## config.mk

```make
export PLATFORM = sky130hd
export DESIGN_NAME = pwrbtn_evt_regs
export DESIGN_NICKNAME = d
export VERILOG_FILES = /design/src/rtl/pbreg_pkg.sv /design/src/rtl/pbreg_edge.sv /design/src/rtl/pbreg_w1c_bank.sv /design/src/rtl/pbreg_rstport.sv /design/src/rtl/pwrbtn_evt_regs.sv
export SDC_FILE = /design/constraint.sdc
export NUM_CORES = 1
export LEC_CHECK = 0
export BUFFER_PORTS_ARGS = -buffer_cell sky130_fd_sc_hd__buf_2
export CELL_PAD_IN_SITES_DETAIL_PLACEMENT = 1
export CELL_PAD_IN_SITES_GLOBAL_PLACEMENT = 1
export CORE_MARGIN = 4
export CORE_UTILIZATION = 24
export DETAILED_ROUTE_END_ITERATION = 7
export GPL_TIMING_DRIVEN = 0
export PLACE_DENSITY_LB_ADDON = 0.1
export SKIP_CTS_REPAIR_TIMING = 1
export SLEW_MARGIN = 40
export SYNTH_ARGS = -nofsm -noshare
export SYNTH_HDL_FRONTEND = slang
export SYNTH_SLANG_ARGS = --single-unit
```

## constraint.sdc

```tcl
create_clock -name clk -period 1.2 [get_ports clk]
set_clock_uncertainty 0.1 [all_clocks]
set_input_delay 0.24 -clock clk [delete_from_list [all_inputs] [get_ports clk]]
set_output_delay 0.24 -clock clk [all_outputs]
set_load 0.02 [all_outputs]
```

## src/rtl/pbreg_pkg.sv

```systemverilog
package pbreg_pkg;
    localparam int DATA_W = 32;
    localparam int ADDR_W = 3;

    // register addresses
    localparam int ADDR_POLICY  = 0;
    localparam int ADDR_STATUS  = 1;
    localparam int ADDR_CTRL    = 2;
    localparam int ADDR_RSTPORT = 3;
    localparam int ADDR_GENSTS  = 4;

    // status bit positions; index 3 is the general flag held in the same bank
    localparam int ST_NOW  = 0;
    localparam int ST_BSCI = 1;
    localparam int ST_BSMI = 2;
    localparam int ST_GEN  = 3;
    localparam int NUM_FLAGS = 4;

    // control bit positions
    localparam int CT_FIRE    = 0;
    localparam int CT_EN_NOW  = 1;
    localparam int CT_EN_BSCI = 2;
    localparam int CT_EN_BSMI = 3;
    localparam int NUM_EN     = 3;

    localparam int POL_GLOBAL = 0;

    localparam logic [7:0] RSTCODE_WARM = 8'h06;
    localparam logic [7:0] RSTCODE_COLD = 8'h0E;

    typedef struct packed {
        logic host;
        logic glob;
    } rst_req_t;
endpackage

```

## src/rtl/pbreg_edge.sv

```systemverilog
module pbreg_edge #(
    parameter bit IDLE_LVL = 1'b1
) (
    input  logic clk,
    input  logic rst_n,
    input  logic lvl_n,
    output logic fall
);
    typedef struct packed {
        logic prev;
    } edge_st_t;

    edge_st_t st_d, st_q;

    always_comb begin
        st_d      = st_q;
        st_d.prev = lvl_n;
        fall      = st_q.prev & ~lvl_n;
    end

    always_ff @(posedge clk or negedge rst_n) begin
        if (!rst_n) st_q <= '{prev: IDLE_LVL};
        else        st_q <= st_d;
    end
endmodule

```

## src/rtl/pbreg_w1c_bank.sv

```systemverilog
module pbreg_w1c_bank #(
    parameter int N = 4
) (
    input  logic         clk,
    input  logic         rst_n,
    input  logic [N-1:0] set_ev,
    input  logic [N-1:0] clr_ev,
    output logic [N-1:0] flags
);
    logic [N-1:0] flag_d, flag_q;

    // a set on the same edge as a clear wins, so no event is lost
    for (genvar i = 0; i < N; i++) begin : g_flag
        always_comb begin
            flag_d[i] = set_ev[i] | (flag_q[i] & ~clr_ev[i]);
        end
    end

    always_ff @(posedge clk or negedge rst_n) begin
        if (!rst_n) flag_q <= '0;
        else        flag_q <= flag_d;
    end

    assign flags = flag_q;
endmodule

```

## src/rtl/pbreg_rstport.sv

```systemverilog
module pbreg_rstport
    import pbreg_pkg::*;
(
    input  logic       clk,
    input  logic       rst_n,
    input  logic       port_wr,
    input  logic [7:0] port_byte,
    input  logic       global_scope,
    output logic       host_pulse,
    output logic       glob_pulse
);
    rst_req_t req_d, req_q;
    logic     code_hit;

    always_comb begin
        code_hit = (port_byte == RSTCODE_WARM) || (port_byte == RSTCODE_COLD);
        req_d    = '0;
        if (port_wr && code_hit) begin
            req_d.glob = global_scope;
            req_d.host = ~global_scope;
        end
    end

    always_ff @(posedge clk or negedge rst_n) begin
        if (!rst_n) req_q <= '0;
        else        req_q <= req_d;
    end

    assign host_pulse = req_q.host;
    assign glob_pulse = req_q.glob;
endmodule

```

## src/rtl/pwrbtn_evt_regs.sv

```systemverilog
module pwrbtn_evt_regs
    import pbreg_pkg::*;
#(
    parameter int AW = ADDR_W,
    parameter int DW = DATA_W
) (
    input  logic          clk,
    input  logic          rst_n,
    input  logic          pwrbtn_n,
    input  logic          bus_we,
    input  logic [AW-1:0] bus_addr,
    input  logic [DW-1:0] bus_wdata,
    output logic [DW-1:0] bus_rdata,
    output logic          sci_req,
    output logic          smi_req,
    output logic          host_rst_pulse,
    output logic          global_rst_pulse
);
    localparam logic [AW-1:0] A_POL = AW'(ADDR_POLICY);
    localparam logic [AW-1:0] A_STS = AW'(ADDR_STATUS);
    localparam logic [AW-1:0] A_CTL = AW'(ADDR_CTRL);
    localparam logic [AW-1:0] A_RST = AW'(ADDR_RSTPORT);
    localparam logic [AW-1:0] A_GEN = AW'(ADDR_GENSTS);

    typedef struct packed {
        logic              pol_global;
        logic [NUM_EN-1:0] en;   // [0]=now->SCI, [1]=btn->SCI, [2]=btn->SMI
    } cfg_t;

    cfg_t cfg_d, cfg_q;

    logic                 btn_fall;
    logic [NUM_FLAGS-1:0] set_vec, clr_vec, sts_q;
    logic                 wr_pol, wr_sts, wr_ctl, wr_rst, wr_gen;

    pbreg_edge #(.IDLE_LVL(1'b1)) u_edge (
        .clk   (clk),
        .rst_n (rst_n),
        .lvl_n (pwrbtn_n),
        .fall  (btn_fall)
    );

    always_comb begin
        wr_pol = bus_we && (bus_addr == A_POL);
        wr_sts = bus_we && (bus_addr == A_STS);
        wr_ctl = bus_we && (bus_addr == A_CTL);
        wr_rst = bus_we && (bus_addr == A_RST);
        wr_gen = bus_we && (bus_addr == A_GEN);

        set_vec          = '0;
        set_vec[ST_NOW]  = wr_ctl && bus_wdata[CT_FIRE];
        set_vec[ST_BSCI] = btn_fall;
        set_vec[ST_BSMI] = btn_fall;
        set_vec[ST_GEN]  = btn_fall;

        clr_vec          = '0;
        clr_vec[ST_NOW]  = wr_sts && bus_wdata[ST_NOW];
        clr_vec[ST_BSCI] = wr_sts && bus_wdata[ST_BSCI];
        clr_vec[ST_BSMI] = wr_sts && bus_wdata[ST_BSMI];
        clr_vec[ST_GEN]  = wr_gen && bus_wdata[0];
    end

    pbreg_w1c_bank #(.N(NUM_FLAGS)) u_flags (
        .clk    (clk),
        .rst_n  (rst_n),
        .set_ev (set_vec),
        .clr_ev (clr_vec),
        .flags  (sts_q)
    );

    always_comb begin
        cfg_d = cfg_q;
        if (wr_pol) cfg_d.pol_global = bus_wdata[POL_GLOBAL];
        if (wr_ctl) cfg_d.en = bus_wdata[CT_EN_BSMI:CT_EN_NOW];
    end

    always_ff @(posedge clk or negedge rst_n) begin
        if (!rst_n) cfg_q <= '0;
        else        cfg_q <= cfg_d;
    end

    pbreg_rstport u_rstport (
        .clk          (clk),
        .rst_n        (rst_n),
        .port_wr      (wr_rst),
        .port_byte    (bus_wdata[7:0]),
        .global_scope (cfg_q.pol_global),
        .host_pulse   (host_rst_pulse),
        .glob_pulse   (global_rst_pulse)
    );

    always_comb begin
        bus_rdata = '0;
        unique case (bus_addr)
            A_POL: bus_rdata[POL_GLOBAL] = cfg_q.pol_global;
            A_STS: bus_rdata[ST_BSMI:ST_NOW] = sts_q[ST_BSMI:ST_NOW];
            A_CTL: bus_rdata[CT_EN_BSMI:CT_EN_NOW] = cfg_q.en;
            A_GEN: bus_rdata[0] = sts_q[ST_GEN];
            default: bus_rdata = '0;
        endcase
    end

    assign sci_req = (sts_q[ST_NOW] & cfg_q.en[0]) | (sts_q[ST_BSCI] & cfg_q.en[1]);
    assign smi_req = sts_q[ST_BSMI] & cfg_q.en[2];
endmodule

```

### Word-level counts from Yosys, hierarchy flattened

Index checks and enable logic that the tools add are counted.
W data, S select, Z words.

| storage, ports and cells | value |
|---|---|
| output and inout bits | 36 |
| word-level logic and storage cells | 48 |
| register bits | 11 |

| cells by class | value |
|---|---|
| bitwise logic cells | 19 |
| reductions and logical operators | 13 |
| mux-type cells | 4 |
| equality and inequality tests | 6 |

Operators by type and width:

| cell | count |
|---|---|
| $logic_and A1 B1 Y1 | 11 |
| $and A1 B1 Y1 | 8 |
| $eq A8 B3 Y1 const B | 1 |
| $eq A8 B4 Y1 const B | 1 |
| $eq A3 B2 Y1 const B | 2 |
| $not A1 Y1 | 6 |
| $or A1 B1 Y1 | 5 |
| $pmux W2 S2 | 1 |
| $eq A3 B1 Y1 const B | 1 |
| $eq A3 B3 Y1 const B | 1 |
| $logic_not A3 Y1 | 1 |
| $pmux W1 S3 | 1 |
| $mux W2 | 1 |
| $logic_or A1 B1 Y1 | 1 |
| $mux W1 | 1 |

### Depth between registers and ports, before layout

Gate-level depths: netlist (run 1).

| depth | value |
|---|---|
| depth in word-level cells | 6 |
| gate-level depth with buffers | 3 |
| gate-level depth less buffers | 3 |

### Cells and area by module

A second synthesis (run 1) with hierarchy kept.

| second synthesis, totals | value |
|---|---|
| cells, all modules | 84 |
| area total of the unflattened synthesis | 808.3 um^2 |

Modules (own cells, without submodules):

| module | instances | cells an instance | area each (um^2) |
|---|---|---|---|
| pwrbtn_evt_regs | 1 | 63 | 539.3 |
| pbreg_w1c_bank | 1 | 12 | 145.1 |
| pbreg_rstport | 1 | 7 | 83.8 |
| pbreg_edge | 1 | 2 | 40.0 |

### Least setup slack after synthesis (run 1)

Ideal clock, no wire load.

| path | value |
|---|---|
| path kind | register to output |
| start | reg cfg_q[3] (netlist bit) |
| end | out bus_rdata[0] |
| arrival time | 0.843 ns |
| buffers on the path | 0 |
| cell stages (with the launch flop) | 4 |
| path slack | 0.017 ns |
| data required time | 0.860 ns |
| cells stage by stage | dfrtp_1 mux2i_1 o21a_1 nor2_1 |

| between the ends | value |
|---|---|
| cells in the longest elaborated chain, start to end | 1 |

Ends and longest elaborated chain:

| element | RTL line | RTL |
|---|---|---|
| start, declared | pwrbtn_evt_regs.sv:30 | `cfg_t cfg_d, cfg_q;` |
| start signal, assigned | pwrbtn_evt_regs.sv:79 | `else cfg_q <= cfg_d;` |
| $pmux W1 S3 | pwrbtn_evt_regs.sv:94 | `unique case (bus_addr)` |
| end, declared | pwrbtn_evt_regs.sv:13 | `output logic [DW-1:0] bus_rdata,` |

No other way between the ends.

### Final worst setup path (run 1)

Ends and elaborated chain as after synthesis.

==> results of run 1 <==
[area by class of cell]
type / count / area, µm²
Tap cell: 44 / 55.1
Timing Repair Buffer: 28 / 181
Clock buffer: 4 / 26.3
Sequential cell: 11 / 277
Buffer: 28 / 210
Fill cell: 411 / 1940
Multi-Input combinational cell: 65 / 415
[report_power, final]
group	internal [mW]	total (mW)	switching, mW
combinational	0.252	0.469	0.217
clock	0.129	0.261	0.132
sequential	0.417	0.455	0.0375
total	0.798	1.18	0.386
[registers in the layout, summed over array words and instances (netlist names)]
register / count
cfg_q: 4
u_flags.flags: 4
u_edge.st_q: 1
u_rstport.glob_pulse: 1
u_rstport.host_pulse: 1
[critical path, delay by kind of cell (launching register included)]
kind	cells	cell delay, ns
AOI/OAI and AO/OA	1	0.14
buffers and inverters	1	0.15
and+or+nand+nor	1	0.03
muxes	1	0.18
DFF	1	0.40
[logic make-up after synthesis]
group / synth area share
buffers and inverters: 0.267
AND/OR/NAND/NOR: 0.214
flip-flops: 0.351
AO/OA/AOI/OAI: 0.0794
multiplexers: 0.0841
other: 0.00476
[path summary, 6_finish.rpt]
kind | from | end | slack, ns
max in group asynchronous | rst_n | u_edge.st_q | 0.47
min in group asynchronous | rst_n | u_flags.flags[0] | 0.26
max | cfg_q[3] | bus_rdata[0] | -0.31
max reg2reg | cfg_q[0] | cfg_q[0] | 0.20
min reg2reg | u_flags.flags[3] | u_flags.flags[3] | 0.39
min | bus_wdata[3] | cfg_q[2] | 0.10
[placed cells by master, fill, tap and decap left out, types with 2 or more instances in the layout]
cell type,netlist,routed
sky130_fd_sc_hd__a21o_1,3,3
sky130_fd_sc_hd__a22o_1,2,2
sky130_fd_sc_hd__a22oi_2,0,2
sky130_fd_sc_hd__and3b_1,2,2
sky130_fd_sc_hd__buf_2,0,18
sky130_fd_sc_hd__buf_4,28,33
sky130_fd_sc_hd__buf_6,0,3
sky130_fd_sc_hd__clkbuf_4,0,3
sky130_fd_sc_hd__conb_1,1,28
sky130_fd_sc_hd__dfrtp_1,10,10
sky130_fd_sc_hd__dlygate4sd3_1,0,2
sky130_fd_sc_hd__mux2_4,3,3
sky130_fd_sc_hd__nand2_1,4,4
sky130_fd_sc_hd__nor2_1,4,4
sky130_fd_sc_hd__nor2b_4,2,2
sky130_fd_sc_hd__nor3_1,3,3
[through the flow]
| step | utilization | hold WS, ns | power (mW) | instances |
|---|---|---|---|---|
| 2_1_floorplan | - | -0.156 | 0.743 | 104 |
| 3_3_place_gp | 0.340 | 0.0227 | 0.834 | 170 |
| 3_5_place_dp | 0.340 | 0.0321 | 0.838 | 170 |
| 4_1_cts | 0.348 | -0.266 | 1.10 | 174 |
| 5_1_grt | 0.375 | 0.101 | 1.26 | 180 |
| 6_report | 0.375 | 0.102 | 1.18 | 180 |
[per-layer routing]
layer | share of wire | global-route usage | vias to the layer above
met2 | 0.44 | 0.137 | 37
met5 | 0 | 0 | -
met1 | 0.44 | 0.116 | 289
li1 | - | - | 325
met3 | 0.098 | 0.0171 | 4
met4 | 0.021 | 0.0544 | 0
==> impl_metrics.tcl, run 1 <==
set metrics [dict create \
    outcome "finished with violations" \
    violations "setup timing" \
    cts_inserted_buffers 3 \
    final_period_util 1.26 \
    fp.coreArea_mm2 0.00310 \
    worst_hold_path.num_cells 2 \
    detailedRoute.firstIterationViolations 14 \
    synth_instances 77 \
    synth.yosys.seq_area_share 0.351 \
    number_of_global_route_vias_before_repair 635 \
    end_kind "output pin" \
    ys_types 25 \
    top_level_ports 75 \
    clock_insertion_delay_worst_skew_ns 0.27 \
    clk_transition_reported_paths_ns 0.07 \
    final_design_area_no_fill_mm2 0.00116 \
    cp-start-kind "flop" \
    route.detailed.vias_per_inst 3.64 \
    grt_pass1_wl_mm 2.91 \
    final_max_slew_viol_count 0 \
    place.port_buffers 22 \
    synth_enable_flop_cells 0 \
    postRouteWirelength_mm 1.84 \
    dr_total_vias 655 \
    crit_type "flop to output pin" \
    setup_viol 6 \
    worst-r2r-cell-count 2 \
    cts.htree.levels 1 \
    finalWeightedCongestion 0.726 \
    clock-root-buffer "sky130_fd_sc_hd__clkbuf_4" \
    grt_overflow_total 0 \
    synth_top_area_share 0.317 \
    grt_start_max_net_pins 12 \
    detail_route.drc_violations 0 \
    numClockSinks 11 \
    initial_utilization 0.254 \
    fp.dieArea_mm2 0.00427 \
    preCtsSetupSlack_ns -0.170 \
    power.static_leakage_nw 0.643 \
    worstPathCellList "mux2i_1, o21a_1, nor2_1, buf_2" \
    post-synth-top-count-cell "sky130_fd_sc_hd__buf_4" \
    hp-class "input port to flop" \
    crit_fanout 3 \
    synthTopCellsByCount "sky130_fd_sc_hd__buf_4 (28), sky130_fd_sc_hd__dfrtp_1 (10), sky130_fd_sc_hd__nand2_1 (4), sky130_fd_sc_hd__nor2_1 (4)" \
    crit_arrival_ns 1.17 \
    timing.max_cap.violations 0 \
    p_per_area_mw_per_mm2 1020 \
    hpwlAfterDp_mm 1.50 \
    die_width_um 65.3 \
    area_delta_synth_final_pct 47.8 \
    grt_setup_unrepaired "yes" \
    postRouteAntennaNets 0 \
    synthesis.area_um2 788 \
    first_pass_iters 3 \
    timing.final.ws_setup_ns -0.313 \
    dpl-instance-area_mm2 0.00105 \
    ys_seq_elements 11 \
    yosysWarnings 0 \
    grt_antenna_before_repair 0 \
    report.final.hold_viol_count 0 \
    required_ns 0.86 \
    cp_slowest_cell "sky130_fd_sc_hd__dfrtp_1" \
    synth_area_leaders "sky130_fd_sc_hd__dfrtp_1 (32%), sky130_fd_sc_hd__buf_4 (27%), sky130_fd_sc_hd__mux2_4 (5.7%)" \
    ys_async_sr_fraction 1.00 \
    max_stage_delay_ns 0.40 \
    synth_area_per_cell_um2 10.2 \
    numnets_final 176 \
    final.setup.tns_ns -1.10 \
    standard_cell_rows 20 \
    drive_above_1_share 0.507 \
    cts_buffer_depth 2 \
    synth.largest_area_cell "sky130_fd_sc_hd__dfrtp_1" \
    antenna_cells_inserted 0 \
    achievable-frequency_ghz 0.661 \
    die_y_um 65.3 \
    fin_crit_ns 1.51 \
    routedWlPerCell_um 10.2 \
    tritoncts "done" \
    ys_dominant_reg_cell "sky130_fd_sc_hd__dfrtp_1" \
    vdd_drop_max_v 0.000247 \
    grt_util_all_layers 0.0895 \
]
No activity file was read; power rests on OpenSTA's default activity.
==> inputs of run 2 (changes only) <==
--- a/config.mk
+++ b/config.mk
@@ -14,2 +14,3 @@
 export GPL_TIMING_DRIVEN = 0
+export HOLD_SLACK_MARGIN = 0.03
 export PLACE_DENSITY_LB_ADDON = 0.1
==> constraint.sdc (replaced) <==
create_clock -name clk -period 1.2 [get_ports clk]
set_clock_uncertainty 0.1 [all_clocks]
set_input_delay 0 -clock clk [delete_from_list [all_inputs] [get_ports clk]]
set_output_delay 0 -clock clk [all_outputs]
set_load 0.02 [all_outputs]
==> run 2 against run 1 <==
Against the previous run: the flow still finishes with violations (setup timing); maximum frequency is 19% higher; first-iteration DRC count is 29% higher; die area stayed put; sequential cell count stayed put; clock-buffer cell count stayed put; via count is 4.7% higher; power is 0.97% lower; critical path type unchanged; largest cell class is now non-clock buffers; largest power group unchanged.
==> impl_metrics.tcl, run 2 (synthesis gave the netlist of run 1 again) <==
set metrics [dict create \
    outcome "finished with violations" \
    violations "setup timing" \
    postRouteWirelength_mm 1.92 \
    critical_path.reg2reg.endpoint "cfg_q[0]" \
    detail_route.drc_violations 0 \
    dr_total_vias 686 \
    achievable-frequency_ghz 0.787 \
    setup_viol 1 \
    power.static_leakage_nw 0.671 \
    required_ns 1.10 \
    grt_pass1_wl_mm 2.91 \
    vdd_drop_max_v 0.000250 \
    report.final.hold_viol_count 0 \
    cts.htree.levels 1 \
    drive_above_1_share 0.465 \
    tritoncts "done" \
    final.setup.tns_ns -0.0713 \
    worst-r2r-cell-count 2 \
    grt_antenna_before_repair 0 \
    final_period_util 1.06 \
    grt_start_max_net_pins 12 \
    postRouteAntennaNets 0 \
    first_pass_iters 2 \
    cts_buffer_depth 2 \
    numClockSinks 11 \
    fp.coreArea_mm2 0.00310 \
    die_y_um 65.3 \
    finalWeightedCongestion 0.726 \
    detailedRoute.firstIterationViolations 18 \
    rr_startpoint "cfg_q[0]" \
    cts_inserted_buffers 3 \
    clock_insertion_delay_worst_skew_ns 0.26 \
    hpwlAfterDp_mm 1.50 \
    cp-start-kind "flop" \
    crit_fanout 3 \
    numnets_final 184 \
    number_of_global_route_vias_before_repair 635 \
    standard_cell_rows 20 \
    grt_util_all_layers 0.0895 \
    crit_path_end "bus_rdata[0]" \
    routedWlPerCell_um 10.2 \
    timing.reg2reg.setup_slack_ns 0.20 \
    timing.max_cap.violations 0 \
    crit_start "cfg_q[3]" \
    clock-root-buffer "sky130_fd_sc_hd__clkbuf_4" \
    total_power_mw 1.17 \
    end_kind "output pin" \
    antenna_cells_inserted 0 \
    p_per_area_mw_per_mm2 952 \
    top_level_ports 75 \
    die_width_um 65.3 \
    layout.cells.most_common_list "sky130_fd_sc_hd__buf_4 (32), sky130_fd_sc_hd__conb_1 (28), sky130_fd_sc_hd__buf_2 (20), sky130_fd_sc_hd__dlygate4sd3_1 (11), sky130_fd_sc_hd__dfrtp_1 (10)" \
    fp.dieArea_mm2 0.00427 \
    area_delta_synth_final_pct 56.3 \
    fin_crit_ns 1.27 \
    final_max_slew_viol_count 0 \
    place.port_buffers 22 \
    postLayoutCoreUtil 0.397 \
    grt_overflow_total 0 \
    crit_type "flop to output pin" \
    timing.final.ws_setup_ns -0.0713 \
    grt_setup_unrepaired "yes" \
    crit_arrival_ns 1.17 \
    hp-class "input port to async pin" \
    initial_utilization 0.254 \
    clk_transition_reported_paths_ns 0.07 \
    layout.cells.most_common "sky130_fd_sc_hd__buf_4" \
    route.detailed.vias_per_inst 3.65 \
]
[run 2: through the flow]
step	hold WS (ns)	worst slack (ns)	instance area (µm²)	instances
finish	0.0295	-0.0713	1230	188
floorplan	-0.396	0.257	890	104
global placement	-0.217	0.0955	1050	170
CTS	-0.506	-0.0902	1080	174
global route	0.0608	-0.156	1230	188
detailed placement	-0.208	0.0798	1050	170
[run 2: layer usage]
| metal | GRT usage | vias up | wire [µm] |
|---|---|---|---|
| met1 | 0.116 | 307 | 866 |
| met4 | 0.0544 | 0 | 39 |
| met3 | 0.0171 | 4 | 179 |
| met2 | 0.137 | 37 | 836 |
| li1 | - | 338 | - |
| met5 | 0 | - | 0 |
[run 2: critical path, stage by stage (launching register included)]
cell	delay, ns
sky130_fd_sc_hd__dfrtp_1	0.40
sky130_fd_sc_hd__mux2i_1	0.18
sky130_fd_sc_hd__o21a_1	0.13
sky130_fd_sc_hd__nor2_1	0.03
sky130_fd_sc_hd__buf_2	0.15
[run 2: where the power goes]
| part | switching [mW] | internal (mW) |
|---|---|---|
| Sequential | 0.0379 | 0.418 |
| Clock | 0.127 | 0.129 |
| Combinational | 0.217 | 0.246 |
[run 2: layout make-up]
class                           count  area (µm²)
Fill cell                         405        1870
Tap cell                           44        55.1
Clock buffer                        4        26.3
Sequential cell                    11         277
Multi-Input combinational cell     65         413
Buffer                             28         210
Timing Repair Buffer               36         251
[run 2: worst min path at each step]
stage	startpoint	to	slack (ns)	cells after the start
finish	rst_n	u_flags.flags[3]	0.03	2
global placement	rst_n	cfg_q[2]	-0.22	1
detailed placement	rst_n	cfg_q[2]	-0.21	1
global route	rst_n	u_flags.flags[0]	0.06	2
CTS	rst_n	cfg_q[2]	-0.51	1
floorplan	rst_n	cfg_q[0]	-0.40	0
